[config.mk]
export PLATFORM = sky130hd
export DESIGN_NAME = dcbus_fault_qual
export DESIGN_NICKNAME = d
export VERILOG_FILES = /design/src/rtl/dcbus_fault_pkg.sv /design/src/rtl/dcbus_run_qualifier.sv /design/src/rtl/dcbus_phase_hold.sv /design/src/rtl/dcbus_stop_gate.sv /design/src/rtl/dcbus_fault_qual.sv
export SDC_FILE = /design/constraint.sdc
export NUM_CORES = 1
export LEC_CHECK = 0
export BUFFER_PORTS_ARGS = -buffer_cell sky130_fd_sc_hd__buf_4
export CORE_AREA = 2 2 39 41
export DETAILED_ROUTE_END_ITERATION = 10
export DIE_AREA = 0 0 41 43
export SLEW_MARGIN = 20
export SYNTH_ARGS = -nofsm -noshare
export SYNTH_HDL_FRONTEND = slang
export SYNTH_SLANG_ARGS = --single-unit
[constraint.sdc]
create_clock -name clk -period 3.1 [get_ports clk]
set_input_delay 0.155 -clock clk [delete_from_list [all_inputs] [get_ports clk]]
set_output_delay 0.155 -clock clk [all_outputs]
set_load 0.02 [all_outputs]
[src/rtl/dcbus_fault_pkg.sv]
// Package: shared channel indices and width helper for the DC bus
// fault qualifier.
package dcbus_fault_pkg;

    // Channel index of each supervised bus quantity.
    typedef enum int {
        CH_CUR  = 0,
        CH_VOLT = 1
    } bus_ch_e;

    localparam int NUM_CH = 2;

    // Bits needed to hold a run count from 0 up to and including limit.
    function automatic int run_width(input int limit);
        return (limit < 2) ? 1 : $clog2(limit + 1);
    endfunction

endpackage

[src/rtl/dcbus_run_qualifier.sv]
// Module: dcbus_run_qualifier
// Counts back-to-back over-limit samples of one bus quantity and latches
// a sticky fault when the run reaches LIMIT.
// Assumes: sample_stb and clear are single-cycle pulses in the clk domain;
// LIMIT >= 1. The count saturates at LIMIT. A clean sample empties it.
// A clear empties it, and a simultaneous over sample restarts it at one.
module dcbus_run_qualifier #(
    parameter int LIMIT = 5
) (
    input  logic clk,
    input  logic rst_n,
    input  logic sample_stb,
    input  logic over,
    input  logic clear,
    output logic fault_o
);
    import dcbus_fault_pkg::*;

    localparam int CW = run_width(LIMIT);
    localparam logic [CW-1:0] SAT_CNT  = CW'(LIMIT);
    localparam logic [CW-1:0] LAST_CNT = CW'(LIMIT - 1);
    localparam logic [CW-1:0] ONE_CNT  = CW'(1);

    logic [CW-1:0] run_cnt;
    logic          fault_q;
    logic          hit;

    // Purpose: an over-limit reading that belongs to a valid sample.
    always_comb begin
        hit = sample_stb & over;
    end

    // Purpose: advance, saturate or empty the run and manage the sticky flag.
    always_ff @(posedge clk) begin
        if (!rst_n) begin
            run_cnt <= '0;
            fault_q <= 1'b0;
        end else if (clear) begin
            run_cnt <= hit ? ONE_CNT : '0;
            fault_q <= hit && (LIMIT == 1);
        end else if (sample_stb) begin
            if (over) begin
                if (run_cnt != SAT_CNT) begin
                    run_cnt <= run_cnt + ONE_CNT;
                end
                if (run_cnt == LAST_CNT) begin
                    fault_q <= 1'b1;
                end
            end else begin
                run_cnt <= '0;
            end
        end
    end

    assign fault_o = fault_q;

endmodule

[src/rtl/dcbus_phase_hold.sv]
// Module: dcbus_phase_hold
// Raises the temporary phase-disable for one sample period whenever any
// channel reports an over-limit reading on a strobe.
// Assumes: over bits are valid only while sample_stb is high. The output
// holds between strobes.
module dcbus_phase_hold #(
    parameter int NUM_CH = 2
) (
    input  logic              clk,
    input  logic              rst_n,
    input  logic              sample_stb,
    input  logic [NUM_CH-1:0] over_vec,
    output logic              hold_o
);
    logic hold_q;

    // Purpose: capture the OR of all over bits at each sample, hold otherwise.
    always_ff @(posedge clk) begin
        if (!rst_n) begin
            hold_q <= 1'b0;
        end else if (sample_stb) begin
            hold_q <= |over_vec;
        end
    end

    assign hold_o = hold_q;

endmodule

[src/rtl/dcbus_stop_gate.sv]
// Module: dcbus_stop_gate
// Combines the latched faults of all channels into the motor-stop request.
// Assumes: fault inputs are registered upstream; this stage is pure logic.
module dcbus_stop_gate #(
    parameter int NUM_CH = 2
) (
    input  logic [NUM_CH-1:0] faults,
    output logic              stop_o
);
    // Purpose: stop the motor while any channel holds a fault.
    always_comb begin
        stop_o = |faults;
    end

endmodule

[src/rtl/dcbus_fault_qual.sv]
// Module: dcbus_fault_qual (top)
// Two-tier DC bus protection. Every over-limit sample raises a one-period
// phase hold. A run of CUR_LIMIT current or VOLT_LIMIT voltage exceedances
// latches a sticky fault that stops the motor until clear_pulse.
// Assumes: comparators are already synchronous to clk; strobes and clears
// are single-cycle pulses.
module dcbus_fault_qual #(
    parameter int CUR_LIMIT  = 5,
    parameter int VOLT_LIMIT = 10
) (
    input  logic clk,
    input  logic rst_n,
    input  logic sample_stb,
    input  logic over_cur,
    input  logic over_volt,
    input  logic clear_pulse,
    output logic phase_hold,
    output logic motor_stop,
    output logic fault_cur,
    output logic fault_volt
);
    import dcbus_fault_pkg::*;

    logic [NUM_CH-1:0] over_vec;
    logic [NUM_CH-1:0] fault_vec;

    // Purpose: gather comparator bits into channel order.
    always_comb begin
        over_vec          = '0;
        over_vec[CH_CUR]  = over_cur;
        over_vec[CH_VOLT] = over_volt;
    end

    // One run qualifier per channel, threshold picked by channel index.
    for (genvar g = 0; g < NUM_CH; g++) begin : g_ch
        localparam int LIM = (g == CH_CUR) ? CUR_LIMIT : VOLT_LIMIT;
        dcbus_run_qualifier #(
            .LIMIT(LIM)
        ) u_qual (
            .clk       (clk),
            .rst_n     (rst_n),
            .sample_stb(sample_stb),
            .over      (over_vec[g]),
            .clear     (clear_pulse),
            .fault_o   (fault_vec[g])
        );
    end

    dcbus_phase_hold #(
        .NUM_CH(NUM_CH)
    ) u_hold (
        .clk       (clk),
        .rst_n     (rst_n),
        .sample_stb(sample_stb),
        .over_vec  (over_vec),
        .hold_o    (phase_hold)
    );

    dcbus_stop_gate #(
        .NUM_CH(NUM_CH)
    ) u_stop (
        .faults(fault_vec),
        .stop_o(motor_stop)
    );

    assign fault_cur  = fault_vec[CH_CUR];
    assign fault_volt = fault_vec[CH_VOLT];

endmodule

## Word level (Yosys, flattened, before mapping)

Cells that the tools add are included.
W data, S select, Z words.

- Shift-type cells: 0
- Multipliers: 0
- $add $sub $neg: 2
- Divide/modulo/power cells: 0
- Mux-type cells: 10
- Equal/unequal tests: 6
- Bitwise logic cells: 3
- Reductions and logical operators: 8
- $lt $le $gt $ge: 0

Operator list:

| kind | count |
|---|---|
| $mux W4 | 4 |
| $mux W3 | 4 |
| $ne A3 B1 Y1 const B | 2 |
| $reduce_and A3 Y1 | 2 |
| $reduce_or A2 Y1 | 3 |
| $add A4 B1 Y4 const B | 1 |
| $eq A4 B4 Y1 const B | 1 |
| $ne A4 B4 Y1 const B | 1 |
| $reduce_and A2 Y1 | 2 |
| $add A3 B1 Y3 const B | 1 |
| $eq A3 B3 Y1 const B | 1 |
| $ne A3 B3 Y1 const B | 1 |
| $and A1 B1 Y1 | 2 |
| $mux W1 | 2 |
| $reduce_bool A2 Y1 | 1 |
| $not A1 Y1 | 1 |

- Memories kept: 0
- Memory bits (writable): 0
- Bits in latches: 0
- Word-level logic and storage cells: 34
- Register bits: 10
- Input port bits: 6
- Memory bits (read-only): 0
- Output and inout bits: 4

## Depth between registers and ports, before layout

Gate-level depths: netlist of the first run.

- Word-level depth: 5
- Depth in mapped cells: 5
- Mapped depth without buffers: 5

## Modules after synthesis

A second synthesis of the first run with hierarchy kept.

- Cells, all modules: 68
- Area, all modules: 571.8 um2

By module, submodules not included:

| module | area each (um2) | seq. area each (um2) | cells each | times used |
|---|---|---|---|---|
| dcbus_run_qualifier at g_ch[1].u_qual | 304.0 | 100.1 | 36 | 1 |
| dcbus_run_qualifier at g_ch[0].u_qual | 227.7 | 80.1 | 27 | 1 |
| dcbus_phase_hold | 33.8 | 20.0 | 4 | 1 |
| dcbus_stop_gate | 6.3 | 0.0 | 1 | 1 |

## Least setup slack after synthesis of the first run

No wires, ideal clock.

- Path type: reg-to-reg
- Start point: reg g_ch[1].u_qual.run_cnt[0]
- End point: reg g_ch[1].u_qual.run_cnt[2]
- Setup slack: 1.603 ns
- Setup time: 0.070 ns
- Cell stages (with the launch flop): 6
- Required time: 3.030 ns
- Data arrival time: 1.427 ns
- Buffers on the path: 0
- Period minus slack after synthesis: 1.497 ns
- Cell sequence: dfxtp_1 > inv_1 > ha_1 > and3b_1 > or4b_1 > a21oi_1

- Longest elaborated chain between the ends: 5
- Elaborated cells on any way between the ends: 8
- Those cells by class: add/sub: 1; eq/ne: 2; mux: 4; reduce/logical: 1

RTL lines:

| item | RTL line | RTL |
|---|---|---|
| start, declared | dcbus_run_qualifier.sv:24 | `logic [CW-1:0] run_cnt;` |
| start signal, assigned | dcbus_run_qualifier.sv:39 | `run_cnt <= hit ? ONE_CNT : '0;` |
| start signal, assigned | dcbus_run_qualifier.sv:44 | `run_cnt <= run_cnt + ONE_CNT;` |
| $add A4 B1 Y4 | dcbus_run_qualifier.sv:44 |  |
| $mux W4 | dcbus_run_qualifier.sv:43 | `if (run_cnt != SAT_CNT) begin` |
| $mux W4 | dcbus_run_qualifier.sv:42 | `if (over) begin` |
| $mux W4 | dcbus_run_qualifier.sv:41 | `end else if (sample_stb) begin` |
| $mux W4 | dcbus_run_qualifier.sv:38 | `end else if (clear) begin` |

Parallel ways exist; a longest one is shown, timed or not. The select of a mux whose other input is x is not followed.
A chain may end at the register's enable or synchronous reset.

## Final worst setup path of the first run

Ends and elaborated chain as after synthesis.

==> results of run 1 <==
==> cells in the final DEF (no fill, tap or decap) <==
cell type   n
ha_1        6
o31ai_1     1
a22oi_1     1
o32ai_1     1
nand3_1     3
or3_2       2
a31oi_1     2
nand3b_1    1
o21ai_0     3
nand2_1     3
clkbuf_8    1
inv_1       7
nor2b_1     1
a41oi_1     3
nor3_1      1
and3_1      1
or4b_1      1
and3b_1     1
buf_4       9
nor2_1      4
or3_1       1
nand4_1     1
clkbuf_4    3
o2111ai_1   1
dfxtp_1    10
a21oi_1     7
or2_2       1
and2_1      1
nand2b_1    1
==> path summary, 6_finish.rpt <==
| check | endpoint | slack [ps] | depth (start not counted) |
|---|---|---|---|
| min reg2reg | g_ch[0].u_qual.fault_o | 510 | 2 |
| max reg2reg | g_ch[1].u_qual.run_cnt[2] | 1480 | 5 |
| min | u_hold.hold_o | 150 | 2 |
| max | g_ch[1].u_qual.run_cnt[2] | 1480 | 5 |
==> sequential cells by signal (all words and copies together), names as in the netlist <==
signal	flops
u_hold.hold_o	1
g_ch.u_qual.fault_o	2
g_ch.u_qual.run_cnt	7
==> logic make-up (layout without fill, tap and decap cells) <==
logic type               Yosys count  after routing
AO/OA/AOI/OAI                     19             19
buffers and inverters              9             20
AND/OR/NAND/NOR                   23             23
flip-flops                        10             10
adder cells (fa/ha/maj)            6              6
==> report_power, final <==
group / total [mW] / internal [mW] / switching (mW)
clock: 0.120 / 0.0713 / 0.0483
combinational: 0.0288 / 0.0123 / 0.0164
sequential: 0.134 / 0.131 / 0.00274
total: 0.282 / 0.215 / 0.0675
==> layer usage <==
layer | GRT usage | up-vias | share of wire
met4 | 0.100 | 0 | 0.015
met5 | 0 | - | 0
li1 | - | 267 | -
met3 | 0.0785 | 2 | 0.036
met1 | 0.206 | 244 | 0.47
met2 | 0.247 | 7 | 0.48
==> critical path: stages, from the launching register on <==
cell     delay, ps
dfxtp_1        430
inv_1           70
ha_1           190
and3b_1        200
or4b_1         500
a21oi_1        150
==> area by class of cell <==
class / count / area (um2) / area share
multi-input cells: 48 / 328 / 0.483
flip-flops and latches: 10 / 200 / 0.295
repair buffers: 9 / 67.6 / 0.0996
inverters: 7 / 26.3 / 0.0387
clock buffers: 4 / 36.3 / 0.0535
well taps: 16 / 20.0 / 0.0295
==> metrics.md, run 1 <==
| Metric | Value |
|---|---|
| Peak supply drop | 0.243 mV |
| Final wirelength | 1180 um |
| Layout filler cell count | 141 |
| Clock root cell | clkbuf_4 |
| Syn Nets | 79 |
| Total gr overflow | 0 |
| Worst-Margin Slew | 320 ps |
| Synth Area in Compound Gates | 0.216 |
| Cell row count | 14 |
| Worst-skew pair later-pin latency | 270 ps |
| Util after Layout | 0.490 |
| Top cell type's share of synthesized area | 0.356 |
| H-Tree Depth | 1 |
| Final GP Congestion | 0.754 |
| Final Cell Area | 678 um2 |
| Boundary Pins | 10 |
| Largest net degree at the start of global routing | 12 |
| Post-CTS sizing | 0 |
| Syn Inst Count | 67 |
| Iter 0 DRT Violations | 8 |
| # diodes | 0 |
| Setup TNS | 0 ps |
| Static leakage | 0.272 nW |
| Drt wl/cell | 12.5 um |
| I/O Buffers | 9 |
| Max-cap violation count | 0 |
| Hold WC Path Type | primary input to flop |
| Final Hold Vio Count | 0 |
| First-pass GRT wire length | 1990 um |
| Core area | 0.00138 mm2 |
| Final Non-Filler Cells | 94 |
| Post-DRT Antenna Nets | 0 |
| Adder-cell share of the synthesized area | 0.133 |
| Worst Path Arrival | 1810 ps |
| Relative slew slack | 0.787 |
| Setup Fix Bufs, Post-CTS | 0 |
| Remaining DRCs | 0 |
| Share of flip-flops with an asynchronous set or reset | 0 |
| Final Critical Period | 1620 ps |
| Synth Area in XOR/XNOR | 0 |
| Tot Pwr | 0.282 mW |
| Worst-path clk slew | 70 ps |
| Clock Skew | 4.66 ps |
| Cell Area, Synth | 563 um2 |
| Share of post-route cells with drive strength above 1 | 0.205 |
| Syn Area/Cell | 8.40 um2 |
| Largest family of logic cells by synthesized area | simple AND/OR/NAND/NOR gates |
| Nets | 91 |
| Pwr/cell area | 416 mW/mm2 |
| Most common cell in the netlist | dfxtp_1 |
| Synth Register Bits | 10 |
| Initial Utilization | 0.407 |
| Final Cycle Share | 0.521 |
| Synth Area in Simple Gates | 0.233 |
| Dpl cell area | 642 um2 |
| Total GRT Usage | 0.174 |
| Initial antenna violation count | 0 |
| CTS Hold Bufs | 0 |
| Post-synthesis sequential area ratio | 0.356 |
| Worst hold margin | 154 ps |
| Vias in the first global route | 466 |
| Final Max Tran Viols | 0 |
| Number of synthesized flops with an enable pin | 0 |
| Via-to-Cell Ratio | 5.53 |
| Reg2reg start | g_ch[1].u_qual.run_cnt[0] |
| DP Wirelength | 895 um |
| Routed vias | 520 |
| Synth unique cells | 28 |
| Top_reg_cell synth | dfxtp_1 |
| Post-synth top cells | dfxtp_1, a21oi_1, inv_1, ha_1, nor2_1 |
| Placed cells | 90 |
| Synth area leader | dfxtp_1 |
| Setup violators final | 0 |
| Die ar. | 0.00176 mm2 |
| Crit Path Max Fanout | 7 |
| WP data required | 3290 ps |
| Pre-CTS WS | 1490 ps |
| Cts bufs inserted | 3 |
| Kind of critical path | flop to flop |
| Synth area leaders | dfxtp_1, ha_1, a21oi_1, inv_1, a41oi_1 |
| HP Start | sample_stb |
| Mux cell area share after synthesis | 0 |
| Clock tree sinks | 10 |
| Status | finished, final reports clean |
| RSZ-0062 raised after global routing | no |
| First-pass detailed-route iteration total | 4 |
| Die extent in y | 43 um |
| Area grow syn2layout | 20.4% |
| Max frequency | 619 MHz |
| Syn. warnings | 0 |
| CTS tree | done |
| Critical Path End Type | flop |
| Startpoint Class | flop |
| PnR worst setup slack | 1480 ps |
| CP Launch Point | g_ch[1].u_qual.run_cnt[0] |
| Die Wd | 41 um |
| Max Buffers Root-to-Sink | 2 |
Power figures use the tool's default switching activity.
==> run 2: changes to the inputs <==
--- a/config.mk
+++ b/config.mk
@@ -9,6 +9,7 @@
 export CORE_AREA = 2 2 39 41
 export DETAILED_ROUTE_END_ITERATION = 10
 export DIE_AREA = 0 0 41 43
+export PLACE_DENSITY = 0.66
 export SLEW_MARGIN = 20
 export SYNTH_ARGS = -nofsm -noshare
 export SYNTH_HDL_FRONTEND = slang
==> constraint.sdc (replaced) <==
create_clock -name clk -period 1.35 [get_ports clk]
set_input_delay 0.0675 -clock clk [delete_from_list [all_inputs] [get_ports clk]]
set_output_delay 0.0675 -clock clk [all_outputs]
set_load 0.02 [all_outputs]
==> run 2 against run 1 <==
Effect of this change: sequential power up 130%; first-iteration DRC count up 38%; clock skew down 4.4 ps; worst setup slack worse by 1500 ps; sequential share of layout area down 1.9 points; the run now ends with negative setup slack left; critical path depth unchanged; utilization up 4.4 points; sequential cell count unchanged; clock-buffer cell count unchanged; largest power group unchanged.
==> metrics.md, run 2 (synthesis gave the netlist of run 1 again) <==
| Metric | Value |
|---|---|
| Share of post-route cells with drive strength above 1 | 0.333 (+0.128) |
| Initial Utilization | 0.407 (unchanged) |
| CTS Hold Bufs | 0 (unchanged) |
| Die Wd | 41 um (unchanged) |
| # diodes | 0 (unchanged) |
| Routed vias | 562 (+8.1%) |
| Worst-path clk slew | 70 ps (about the same) |
| Setup violators final | 2 (+2) |
| Layout filler cell count | 125 (-11%) |
| R2r endpoint | g_ch[1].u_qual.run_cnt[2] |
| Crit Path Max Fanout | 4 (-3) |
| Largest net degree at the start of global routing | 12 (unchanged) |
| Hold WC Path Type | primary input to flop |
| Pwr/cell area | 819 mW/mm2 (+97%) |
| Cts bufs inserted | 3 (unchanged) |
| Total gr overflow | 0 (unchanged) |
| Largest register FFs | 7 (unchanged) |
| Dpl cell area | 679 um2 (+5.8%) |
| PnR worst setup slack | -56.3 ps (-1540 ps) |
| Clock tree sinks | 10 (unchanged) |
| Boundary Pins | 10 (unchanged) |
| Hold depth | 3 (+1) |
| FF+latch area | 204 um2 (+1.9%) |
| Post-DRT Antenna Nets | 0 (unchanged) |
| Top reg by flops | g_ch.u_qual.run_cnt |
| Via-to-Cell Ratio | 5.62 (+1.6%) |
| Peak supply drop | 0.480 mV (+97%) |
| Static leakage | 0.300 nW (+11%) |
| Final Cycle Share | 1.04 (+0.521) |
| Max frequency | 711 MHz (+15%) |
| Pre-CTS WS | -40.3 ps (-1530 ps) |
| First-pass GRT wire length | 2160 um (+8.7%) |
| RSZ-0062 raised after global routing | yes |
| Reg2reg path depth | 5 (unchanged) |
| Total GRT Usage | 0.181 (+0.00752) |
| Status | finished, violations left |
| Cell row count | 14 (unchanged) |
| Worst path cell trace | inv_2 -> ha_2 -> and3b_2 -> or4b_4 -> a21oi_2 |
| Final wirelength | 1310 um (+11%) |
| HP Start | rst_n |
| Iter 0 DRT Violations | 11 (+3) |
| Final Cell Area | 739 um2 (+9.0%) |
| Drt wl/cell | 13.1 um (+4.4%) |
| Relative slew slack | 0.850 (+0.0633) |
| Critical Path End Type | flop |
| Commonest non-fill, non-tap cells in the layout | buf_4, dfxtp_1, inv_1, a21oi_1, ha_1 |
| Final Hold Vio Count | 0 (unchanged) |
| CP bufs+invs | 1 (unchanged) |
| DP Wirelength | 908 um (+1.4%) |
| Placed cells | 94 (+4.4%) |
| Max-cap violation count | 0 (unchanged) |
| Die ar. | 0.00176 mm2 (unchanged) |
| Final Critical Period | 1410 ps (-209 ps) |
| Startpoint Class | flop |
| Worst Hold Path EP | g_ch[1].u_qual.run_cnt[0] |
| Area grow syn2layout | 31.3% |
| Failing checks | negative setup slack |
| Final GP Congestion | 0.714 (-5.3%) |
| H-Tree Depth | 1 (unchanged) |
| Commonest non-fill, non-tap cell in the layout | buf_4 |
| Die extent in y | 43 um (unchanged) |
| Clock root cell | clkbuf_4 |
| Nets | 97 (+6.6%) |
| Highest-delay cell along the critical path | or4b_4 |
| CTS tree | done |
| Final Non-Filler Cells | 100 (+6.4%) |
| Max Buffers Root-to-Sink | 2 (unchanged) |
| Reg2reg start | g_ch[1].u_qual.run_cnt[0] |
| Tot Pwr | 0.605 mW (+110%) |
| Initial antenna violation count | 0 (unchanged) |
| Vias in the first global route | 523 (+12%) |
| CP top delay family | simple AND/OR/NAND/NOR gates |
| Worst-Margin Slew | 223 ps (-97.2 ps) |
| I/O Buffers | 9 (unchanged) |
| WP data required | 1560 ps (-1730 ps) |
| First-pass detailed-route iteration total | 4 (unchanged) |
| Worst reg-to-reg setup slack | -60 ps (-1540 ps) |
| Core area | 0.00138 mm2 (unchanged) |
| Area of the multi-input gates | 350 um2 (+6.9%) |
| Critical Path Max Stage Delay | 480 ps (-20 ps) |
| Worst-skew pair later-pin latency | 270 ps (about the same) |
| Remaining DRCs | 0 (unchanged) |
| Clock Skew | 0.226 ps (-4.43 ps) |
| Worst Path Arrival | 1620 ps (-190 ps) |
| Kind of critical path | flop to flop |
| Final Max Tran Viols | 0 (unchanged) |
-- run 2: final cells by class --
cell class	instances	share of cell area
multi-input cells	48	0.474
well taps	16	0.0271
flip-flops and latches	10	0.276
inverters	7	0.0355
repair buffers	15	0.152
clock buffers	4	0.0355
-- run 2: metal layers --
metal | part of all wire | wire length, um | up-vias | GRT usage
li1 | - | - | 278 | -
met1 | 0.42 | 549 | 273 | 0.197
met2 | 0.53 | 695 | 9 | 0.297
met3 | 0.042 | 55 | 2 | 0.0942
met4 | 0.0069 | 9 | 0 | 0.0400
met5 | 0 | 0 | - | 0
-- run 2: per-stage QoR --
stage	setup TNS [ps]	hold slack [ps]	util
2_1_floorplan	-58.6	191	-
3_3_place_gp	-51.4	334	0.491
3_5_place_dp	-79.8	345	0.491
4_1_cts	-62.7	54.5	0.529
5_1_grt	-183	63.3	0.534
6_report	-86.8	54.2	0.534
-- run 2: worst reg2reg max path: stages (launching register included) --
cell	delay (ps)
dfxtp_4	350
inv_2	30
ha_2	150
and3b_2	220
or4b_4	480
a21oi_2	120
-- run 2: how the worst max path moves through the flow --
| stage | startpoint | end | slack, ps | cells past startpoint |
|---|---|---|---|---|
| final | g_ch[1].u_qual.run_cnt[0] | g_ch[1].u_qual.run_cnt[2] | -60 | 5 |
| after global routing | g_ch[1].u_qual.run_cnt[0] | g_ch[1].u_qual.run_cnt[2] | -110 | 5 |
| after CTS | g_ch[1].u_qual.run_cnt[0] | g_ch[1].u_qual.run_cnt[2] | -50 | 5 |
| after detailed placement | g_ch[1].u_qual.run_cnt[0] | g_ch[1].u_qual.run_cnt[2] | -40 | 5 |
| after global placement | g_ch[1].u_qual.run_cnt[0] | g_ch[1].u_qual.run_cnt[0] | -30 | 5 |
| after floorplan | g_ch[1].u_qual.run_cnt[0] | g_ch[1].u_qual.run_cnt[2] | -30 | 5 |
-- run 2: power breakdown --
group          internal [mW]  total, mW  switching, mW
logic                 0.0354     0.0803         0.0450
registers              0.301      0.305        0.00407
clock network          0.114      0.220          0.106
-- run 2: what timing repair did --
item                       CTS  global route
setup endpoints to repair    3             3
buffers inserted             2             0
pin swaps                    1             1
cloned                       0             0
resized for setup            2             2
